File: src/rtl/sir_unwrap_pkg.sv
package sir_unwrap_pkg;
  localparam logic [7:0] FLAG_OPEN  = 8'hC0;
  localparam logic [7:0] FLAG_CLOSE = 8'hC1;
  localparam logic [7:0] ESC_MARK   = 8'h7D;
  localparam logic [7:0] ESC_FLIP   = 8'h20;

  typedef enum logic [1:0] {
    ST_HUNT  = 2'd0,
    ST_BODY  = 2'd1,
    ST_ESC   = 2'd2,
    ST_DRAIN = 2'd3
  } rx_state_t;
endpackage

File: src/rtl/sir_byte_class.sv
module sir_byte_class
  import sir_unwrap_pkg::*;
(
  input  logic [7:0] byte_in,
  output logic       is_open,
  output logic       is_close,
  output logic       is_esc
);
  always_comb begin
    is_open  = (byte_in == FLAG_OPEN);
    is_close = (byte_in == FLAG_CLOSE);
    is_esc   = (byte_in == ESC_MARK);
  end
endmodule

File: src/rtl/sir_len_guard.sv
module sir_len_guard #(
  parameter int LW = 12
) (
  input  logic          clk,
  input  logic          rst,
  input  logic          clr,
  input  logic          inc,
  input  logic [LW-1:0] limit,
  output logic [LW-1:0] count,
  output logic          at_limit
);
  logic [LW-1:0] cnt_q;

  always_ff @(posedge clk) begin
    if (rst || clr) cnt_q <= '0;
    else if (inc)   cnt_q <= cnt_q + 1'b1;
  end

  assign count    = cnt_q;
  assign at_limit = (cnt_q >= limit);
endmodule

File: src/rtl/sir_unwrap.sv
module sir_unwrap
  import sir_unwrap_pkg::*;
#(
  parameter int LW = 12,
  parameter int DW = 8
) (
  input  logic          clk,
  input  logic          rst,
  input  logic          sir_mode,
  input  logic          filt_test,
  input  logic [LW-1:0] max_len,
  input  logic          in_valid,
  input  logic [DW-1:0] in_byte,
  output logic          out_valid,
  output logic [DW-1:0] out_byte,
  output logic          out_last,
  output logic          err_len,
  output logic          err_noend,
  output logic          err_abort,
  output logic [LW-1:0] byte_count,
  output logic [2*DW-1:0] flag_word
);
  localparam int FW = 2 * DW;

  rx_state_t st_q, st_d;
  logic active;
  logic b_open, b_close, b_esc;
  logic cnt_clr, cnt_inc, at_limit;
  logic emit_data, emit_last, e_len, e_noend, e_abort;
  logic [DW-1:0] emit_byte;

  assign active    = sir_mode | filt_test;
  assign flag_word = FW'({FLAG_CLOSE, FLAG_OPEN});

  sir_byte_class u_class (
    .byte_in (in_byte),
    .is_open (b_open),
    .is_close(b_close),
    .is_esc  (b_esc)
  );

  sir_len_guard #(.LW(LW)) u_len (
    .clk     (clk),
    .rst     (rst),
    .clr     (cnt_clr),
    .inc     (cnt_inc),
    .limit   (max_len),
    .count   (byte_count),
    .at_limit(at_limit)
  );

  always_comb begin
    st_d      = st_q;
    cnt_clr   = 1'b0;
    emit_data = 1'b0;
    emit_byte = in_byte;
    emit_last = 1'b0;
    e_len     = 1'b0;
    e_noend   = 1'b0;
    e_abort   = 1'b0;
    if (!active) begin
      st_d = ST_HUNT;
    end else if (in_valid) begin
      case (st_q)
        ST_HUNT: begin
          if (b_open) begin
            st_d    = ST_BODY;
            cnt_clr = 1'b1;
          end
        end
        ST_BODY: begin
          if (b_open) begin
            emit_last = 1'b1;
            e_noend   = 1'b1;
            cnt_clr   = 1'b1;
          end else if (b_close) begin
            emit_last = 1'b1;
            st_d      = ST_HUNT;
          end else if (b_esc) begin
            st_d = ST_ESC;
          end else if (at_limit) begin
            st_d = ST_DRAIN;
          end else begin
            emit_data = 1'b1;
          end
        end
        ST_ESC: begin
          if (b_open || b_close) begin
            emit_last = 1'b1;
            e_abort   = 1'b1;
            cnt_clr   = b_open;
            st_d      = b_open ? ST_BODY : ST_HUNT;
          end else if (at_limit) begin
            st_d = ST_DRAIN;
          end else begin
            emit_data = 1'b1;
            emit_byte = in_byte ^ ESC_FLIP;
            st_d      = ST_BODY;
          end
        end
        default: begin
          if (b_open || b_close) begin
            emit_last = 1'b1;
            e_len     = 1'b1;
            e_noend   = b_open;
            cnt_clr   = b_open;
            st_d      = b_open ? ST_BODY : ST_HUNT;
          end
        end
      endcase
    end
  end

  assign cnt_inc = emit_data;

  always_ff @(posedge clk) begin
    if (rst) begin
      st_q      <= ST_HUNT;
      out_valid <= 1'b0;
      out_byte  <= '0;
      out_last  <= 1'b0;
      err_len   <= 1'b0;
      err_noend <= 1'b0;
      err_abort <= 1'b0;
    end else begin
      st_q      <= st_d;
      out_valid <= emit_data;
      if (emit_data) out_byte <= emit_byte;
      out_last  <= emit_last;
      err_len   <= e_len;
      err_noend <= e_noend;
      err_abort <= e_abort;
    end
  end
endmodule

File: config.mk
export PLATFORM = sky130hd
export DESIGN_NAME = sir_unwrap
export DESIGN_NICKNAME = d
export VERILOG_FILES = /design/src/rtl/sir_unwrap_pkg.sv /design/src/rtl/sir_byte_class.sv /design/src/rtl/sir_len_guard.sv /design/src/rtl/sir_unwrap.sv
export SDC_FILE = /design/constraint.sdc
export NUM_CORES = 1
export LEC_CHECK = 0
export ABC_AREA = 1
export BUFFER_PORTS_ARGS = -buffer_cell sky130_fd_sc_hd__buf_2
export CORE_UTILIZATION = 49
export CTS_CLUSTER_DIAMETER = 200
export DETAILED_ROUTE_END_ITERATION = 12
export GPL_TIMING_DRIVEN = 0
export PLACE_DENSITY = 0.78
export SKIP_CTS_REPAIR_TIMING = 1
export SYNTH_ARGS = -nofsm -noshare
export SYNTH_HDL_FRONTEND = slang
export SYNTH_HIERARCHICAL = 1
export SYNTH_SLANG_ARGS = --single-unit
File: constraint.sdc
create_clock -name clk -period 5.4 [get_ports clk]
set_input_delay 0.27 -clock clk [delete_from_list [all_inputs] [get_ports clk]]
set_output_delay 0.27 -clock clk [all_outputs]
set_load 0.005 [all_outputs]
## Yosys cells after proc, flatten, opt, wreduce, memory -nomap -nowiden

Index checks and enable logic that the tools add are counted.
Widths: inputs -> output; s select.

- Memory bits (writable): 0
- Output and inout bits: 41
- ROM bits: 0
- Memories kept: 0
- Bits in latches: 0
- Logic and storage cells: 67
- Flip-flop bits (word level): 27

- Reduce and logical (&&, ||, !) cells: 11
- Divide/modulo/power cells: 0
- Bitwise operators: 5
- Order comparisons: 1
- Multiply operators: 0
- Muxes and demuxes: 33
- Eq/ne operators: 8
- $add $sub $neg: 1
- Shift operators: 0

Operators by type and width:

| cell | number |
|---|---|
| $mux 6 | 5 |
| $eq 8x8->1 const B | 2 |
| $mux 1 | 16 |
| $mux 2 | 8 |
| $add 12x1->12 const B | 1 |
| $ge 12x12->1 | 1 |
| $eq 8x7->1 const B | 1 |
| $pmux 1 s2 | 3 |
| $pmux 2 s3 | 1 |
| $reduce_or 2->1 | 3 |
| $reduce_or 6->1 | 1 |
| $reduce_and 5->1 | 1 |
| $ne 2x2->1 const B | 2 |
| $ne 4x4->1 const B | 1 |
| $not 1->1 | 4 |
| $reduce_bool 4->1 | 1 |
| $reduce_or 4->1 | 1 |
| $reduce_or 3->1 | 1 |
| $eq 2x1->1 const B | 1 |
| $eq 2x2->1 const B | 1 |
| $logic_not 2->1 | 1 |
| $logic_or 1x1->1 | 2 |
| $or 1x1->1 | 1 |

## Logic depth before layout (Yosys ltp)

Gate-level depths: netlist (run 1).

- Depth in word-level cells: 8
- Depth in mapped cells: 21
- Mapped depth without buffers: 20

## Cells and area by module

The synthesis (run 1) kept the hierarchy.

Modules (own cells, without submodules):

| module | area each (sq um) | seq. area each (sq um) | times used | cells each |
|---|---|---|---|---|
| sir_len_guard | 924.6 | 240.2 | 1 | 142 |
| sir_unwrap | 915.9 | 300.3 | 1 | 133 |
| sir_byte_class | 83.8 | 0.0 | 1 | 21 |

## Worst setup path after synthesis (run 1)

No wires, ideal clock.

- Kind: reg2reg
- Start point: register u_len.cnt_q[0] (netlist: u_len/count[0])
- End point: register u_len.cnt_q[7] (netlist: u_len/count[7])
- Data arrival time: 2.295 ns
- Cell stages (with the launch flop): 20
- Clock period less this slack: 2.411 ns
- Setup slack: 2.989 ns
- Library setup time: 0.116 ns
- Cells stage by stage: dfxtp_1 > inv_1 > ha_1 > o21ai_0 > nand2_1 > nand2_1 > nand2_1 > nand2_1 > nand2_1 > inv_1 > nand2_1 > nor2_4 > nand3_4 > clkinv_4 > clkbuf_2 > nand3_1 > nor2_4 > nand2_1 > o21ai_0 > nor2_1

- Cells in the longest elaborated chain, start to end: 8
- Elaborated cells on any way between the ends: 10
- Those cells by class: add/sub: 1; order compare: 1; mux: 8

RTL lines:

| item | line | source |
|---|---|---|
| start, declared | sir_len_guard.sv:12 | `logic [LW-1:0] cnt_q;` |
| start signal, assigned | sir_len_guard.sv:16 | `else if (inc) cnt_q <= cnt_q + 1'b1;` |
| $ge 12x12->1 * | sir_len_guard.sv:20 | `assign at_limit = (cnt_q >= limit);` |
| via at_limit | sir_unwrap.sv:28 | `logic cnt_clr, cnt_inc, at_limit;` |
| $mux 1 * | sir_unwrap.sv:81, sir_unwrap.sv:93 |  |
| $mux 1 | sir_unwrap.sv:79 | `end else if (b_esc) begin` |
| $mux 1 | sir_unwrap.sv:76 | `end else if (b_close) begin` |
| $mux 1 | sir_unwrap.sv:72 | `if (b_open) begin` |
| $pmux 1 s2 * | sir_unwrap.sv:64 | `case (st_q)` |
| $mux 1 * | sir_unwrap.sv:63 | `end else if (in_valid) begin` |
| $mux 1 * | sir_unwrap.sv:61 | `if (!active) begin` |
| via cnt_inc | sir_unwrap.sv:28 |  |

Mark *: on every way through the listed nets, which the timed path passes. The rest lies on a longest branch.
A chain may end at the register's enable or synchronous reset.

## Final worst setup path (run 1)

Same ends and word-level chain as after synthesis.

==> out/results.ini, run 1 <==
[synth]
synth.largest_area_cell = dfxtp_1
yosysWarnings = 6
syn_inst = 296
synth.cells.most_frequent = 65 x nand2_1, 52 x inv_1, 51 x nor2_1
synth_area_leaders = dfxtp_1 28%, nand2_1 13%, ha_1 11%, inv_1 10%, nor2_1 9.9%
async_flop_share = 0
yosysMostFrequentCell = nand2_1
post-synth-top-area-fraction = 0.2809
synth_ff_type = dfxtp_1
synth_cell_types = 25
syn_area_sq_mm = 0.001924
synth-seq-area-share = 0.2809
synth-seq-cells = 27
synth_edf_count = 0
syn_avg_cell_area_sq_um = 6.501

[timing]
rsz0062_at_grt = false
fmax_mhz = 354.1
finalHoldViolCount = 0
final_max_slew_viol_count = 0
fin_crit_sh = 0.5230
clock-skew-final_ns = 0.002957
tns_ns = 0
hold_slack_ns = 0.2037
setup_viol = 0
fin_crit_ns = 2.824

[die]
die_y_um = 64.67
rows = 22
initial_core_util = 0.5178
die_area_sq_mm = 0.004182
coreArea_sq_mm = 0.003716
num_io_pins = 66
die_x_um = 64.67

[cells_and_area]
nNetsFinal = 406
n_antenna_cell = 0
fin_area_sq_mm = 0.002327
syn2layout_area_growth_pct = 20.94
drive_gt1_frac = 0.2314

[power_and_ir_drop]
p_leak_nw = 1.289
total_switching_power_mw = 0.08376
power.internal_mw = 0.2734
combPwrFrac = 0.120
swShare = 0.2345
powerDensity_mw_per_mm2 = 153.5
pwr-share-seq = 0.557
p_clk_frac = 0.322
vdd_ir_drop_max_v = 0.00008870

[placed_design]
dpl.hpwl_mm = 3.004
dpl-instance-area_sq_mm = 0.002282
numPortBuffers = 49
finalWeightedCongestion = 0.8455

[clock_network]
ctsHtreeMaxLevel = 1
clk_latency_ns = 0.27
cts-buffers-inserted = 3
cts_tree = built
cts_sinks = 27
clock-root-buffer = clkbuf_8
path_clk_slew_ns = 0.09
clock_path_buffers = 2

[hold_path]
hp-start = rst
min_to = out_valid
min_path_type = input pin to register
holdPathStages = 2

[critical_path]
rr_worst_depth = 19
startpoint_type = register
worstReg2RegStart = u_len/count[0]
worstPathMaxFanout = 10
critPathArrivalTime_ns = 3.00
rrSetupSlack_ns = 2.58
critPathLaunch = u_len/count[0]
path_class = register to register
cp_data_required_time_ns = 5.57
r2r-end = u_len/count[7]
critPathCaptureType = register

[global_route]
grt_pass1_vias = 1525
grt_pass1_wl_mm = 6.244
grt_max_degree = 15
track_usage = 0.1856
antenna_found_initial = 0
grt_overflow = 0

[routing]
firstDrtPassIters = 4
drt-initial-drc-count = 46
ant_nets = 0
vias = 1863
wirelength_mm = 3.703
drc = 0
via_per_inst = 4.533
avgRoutedWirePerCell_um = 9.010

[run]
max_cap_violations = 0

[outcome]
status = complete, no violations

## metal layers
metal | global-route usage | part of all wire | up-vias
li1 | - | - | 1011
met1 | 0.2248 | 0.44 | 797
met2 | 0.3408 | 0.49 | 50
met3 | 0.02113 | 0.054 | 5
met4 | 0.05278 | 0.011 | 0
met5 | 0 | 0 | -
## critical path, stage by stage (launching register included)
cell	delay, ns
dfxtp_1	0.43
inv_1	0.07
ha_1	0.27
o21ai_0	0.17
nand2_1	0.07
nand2_1	0.05
nand2_1	0.05
nand2_1	0.06
nand2_1	0.09
inv_1	0.15
nand2_1	0.11
nor2_4	0.13
nand3_4	0.13
clkinv_4	0.12
clkbuf_2	0.19
nand3_1	0.13
nor2_4	0.19
nand2_1	0.10
o21ai_0	0.17
nor2_1	0.05
## sequential cells by signal (all words and copies together), names as in the netlist
name         count
st_q             2
out_last         1
u_len/count     12
out_valid        1
out_byte         8
err_noend        1
err_abort        1
err_len          1
## power by group through the flow
stage / Clock [mW] / Sequential [mW] / Combinational [mW]
CTS: 0.119 / 0.199 / 0.0428
global route: 0.126 / 0.199 / 0.0496
finish: 0.115 / 0.199 / 0.0430
global placement: 0 / 0.204 / 0.0419
detailed placement: 0 / 0.204 / 0.0427
floorplan: 0 / 0.204 / 0.0289
## cell type report
type	count	area, sq um
buffer	19	146.4
clock buffer	4	45.04
fill	383	1389
inverter	54	207.7
multi-input combinational	210	1082
sequential	27	540.5
tap	48	60.06
timing repair buffer	49	245.2
## how the worst max path moves through the flow
stage / end / cells after the start
detailed placement: u_len/count[7] / 19
CTS: u_len/count[7] / 19
global placement: u_len/count[7] / 19
floorplan: u_len/count[7] / 19
global route: u_len/count[7] / 19
finish: u_len/count[7] / 19
## metrics by stage
step	total power, mW	std cells	setup WS (ns)	utilization
after global routing	0.3751	411	2.209	0.6263
final	0.3571	411	2.576	0.6263
after floorplan	0.2326	310	2.989	-
after global placement	0.2456	407	2.640	0.6141
after detailed placement	0.2464	407	2.567	0.6141
after CTS	0.3614	411	2.536	0.6263
## layout by cell type, fill, tap and decap left out, drive strengths merged
| cell type | Yosys | final |
|---|---|---|
| a21oi | 12 | 12 |
| a31oi | 1 | 1 |
| buf | 17 | 66 |
| clkbuf | 2 | 6 |
| clkinv | 1 | 1 |
| conb | 2 | 16 |
| dfxtp | 27 | 27 |
| ha | 17 | 17 |
| inv | 53 | 53 |
| nand2 | 65 | 65 |
| nand3 | 19 | 19 |
| nand4 | 4 | 4 |
| nor2 | 58 | 58 |
| nor3 | 1 | 1 |
| nor4 | 1 | 1 |
| o21ai | 14 | 14 |
| o21bai | 1 | 1 |
| xor2 | 1 | 1 |
## cells by family (layout without fill, tap and decap cells)
kind of cell    Yosys count  after routing  synth area share
simple gates            148            148            0.3394
buf+inv                  73            126            0.1840
compound gates           28             28           0.07673
flops                    27             27            0.2809
fa+ha+maj                17             17            0.1105
other cells               2             16          0.003903
xor+xnor                  1              1          0.004552
(Power assumes the default switching activity.)
==> inputs of run 2 (changes only) <==
==> constraint.sdc (replaced) <==
create_clock -name clk -period 2.7 [get_ports clk]
set_input_delay 0.135 -clock clk [delete_from_list [all_inputs] [get_ports clk]]
set_output_delay 0.135 -clock clk [all_outputs]
set_load 0.005 [all_outputs]
==> run 2 against run 1 <==
Effect of this change: power grew 100%; first-iteration DRC count up 30%; register-to-register slack got worse by 2.3 ns; via count decreased by 0.38%.
==> out/results.ini, run 2 (synthesized netlist as in run 1, its figures left out) <==
[outcome]
status = complete, no violations

[global_route]
grt_pass1_wl_mm = 6.244
track_usage = 0.1856
grt_pass1_vias = 1525
antenna_found_initial = 0
grt_max_degree = 15
grt_overflow = 0

[placed_design]
dpl.hpwl_mm = 3.004
finalWeightedCongestion = 0.8455
placed_cells = 407
numPortBuffers = 49
dp_worst_setup_slack_ns = -0.1330

[routing]
vias = 1856
firstDrtPassIters = 4
drc = 0
drt-initial-drc-count = 60
avgRoutedWirePerCell_um = 9.085
ant_nets = 0
wirelength_mm = 3.752
via_per_inst = 4.494

[clock_network]
path_clk_slew_ns = 0.09
clock-root-buffer = clkbuf_8
cts-buffers-inserted = 3
cts_tree = built
ctsHtreeMaxLevel = 1
clock_path_buffers = 2
cts_sinks = 27
clk_latency_ns = 0.27

[power_and_ir_drop]
p_leak_nw = 1.303
powerDensity_mw_per_mm2 = 303.2
vdd_ir_drop_max_v = 0.0001765

[die]
die_x_um = 64.67
num_io_pins = 66
rows = 22
initial_core_util = 0.5178
die_y_um = 64.67
coreArea_sq_mm = 0.003716
die_area_sq_mm = 0.004182

[timing]
hold_slack_ns = 0.06747
final_max_slew_viol_count = 0
setup_slack_ns = 0.2519
setup_viol = 0
fmax_mhz = 408.5
fin_crit_ns = 2.448
fin_crit_sh = 0.9067
clock-skew-final_ns = 0.004848
finalHoldViolCount = 0
tns_ns = 0

[cells_and_area]
n_antenna_cell = 0
final_common_cell = nand2_1
drive_gt1_frac = 0.2411
syn2layout_area_growth_pct = 22.30
layout.cells.non_filler = 413
nNetsFinal = 408
final_util = 0.6333
largest_register_ffs = 12
mostFrequentLayoutCells = 65 x nand2_1, 51 x inv_1, 51 x nor2_1

[critical_path]
cp_cell_sequence = inv_1, ha_1, o21ai_0, nand2_1, nand2_1, nand2_1, nand2_1, nand2_1, inv_2, nand2_1, nor2_4, nand3_4, clkinv_8, nand3_1, nor2_4, buf_4, nand4_1, nand2_1, nor2_1
cp_data_required_time_ns = 2.88
path_depth = 19
rr_worst_depth = 19
crit_slowest_cell = dfxtp_2
critPathMaxStageDelay_ns = 0.39
critPathCaptureType = register
rrSetupSlack_ns = 0.25
cpLargestDelayFamily = simple AND/OR/NAND/NOR gates
startpoint_type = register
cpMostUsedCell = nand2_1
path_class = register to register
critPathArrivalTime_ns = 2.63
path_buf_inv = 4
worstPathMaxFanout = 16

[run]
max_cap_violations = 0

[hold_path]
holdPathStages = 2
min_path_type = input pin to register

-- run 2: final timing paths --
kind / end / start
setup reg to reg: u_len/count[9] / u_len/count[0]
hold reg to reg: out_byte[7] / out_byte[7]
hold / removal: out_valid / rst
setup / recovery: u_len/count[9] / u_len/count[0]
-- run 2: power breakdown --
part,switching (mW),internal [mW],leakage (nW)
combinational,0.0429,0.0430,1.06
clock,0.124,0.106,0.0228
sequential,0.000127,0.398,0.218
-- run 2: stage by stage --
stage,cell area [sq um],total power [mW]
floorplan,1977,0.4652
finish,2354,0.7135
CTS,2327,0.7228
global route,2354,0.7503
detailed placement,2282,0.4928
global placement,2282,0.4912
-- run 2: final cells by class --
class	instances	area, sq um
Inverter	54	215.2
Fill cell	380	1363
Timing Repair Buffer	52	267.8
Sequential cell	27	541.8
Multi-Input combinational cell	210	1082
Buffer	18	141.4
Clock buffer	4	45.04
Tap cell	48	60.06
-- run 2: routing by layer --
layer	routed length, um	vias to the layer above	global-route usage	part of all wire
li1	-	1011	-	-
met1	1708	787	0.2248	0.46
met5	0	-	0	0
met4	42	0	0.05278	0.011
met2	1816	53	0.3408	0.48
met3	184	5	0.02113	0.049
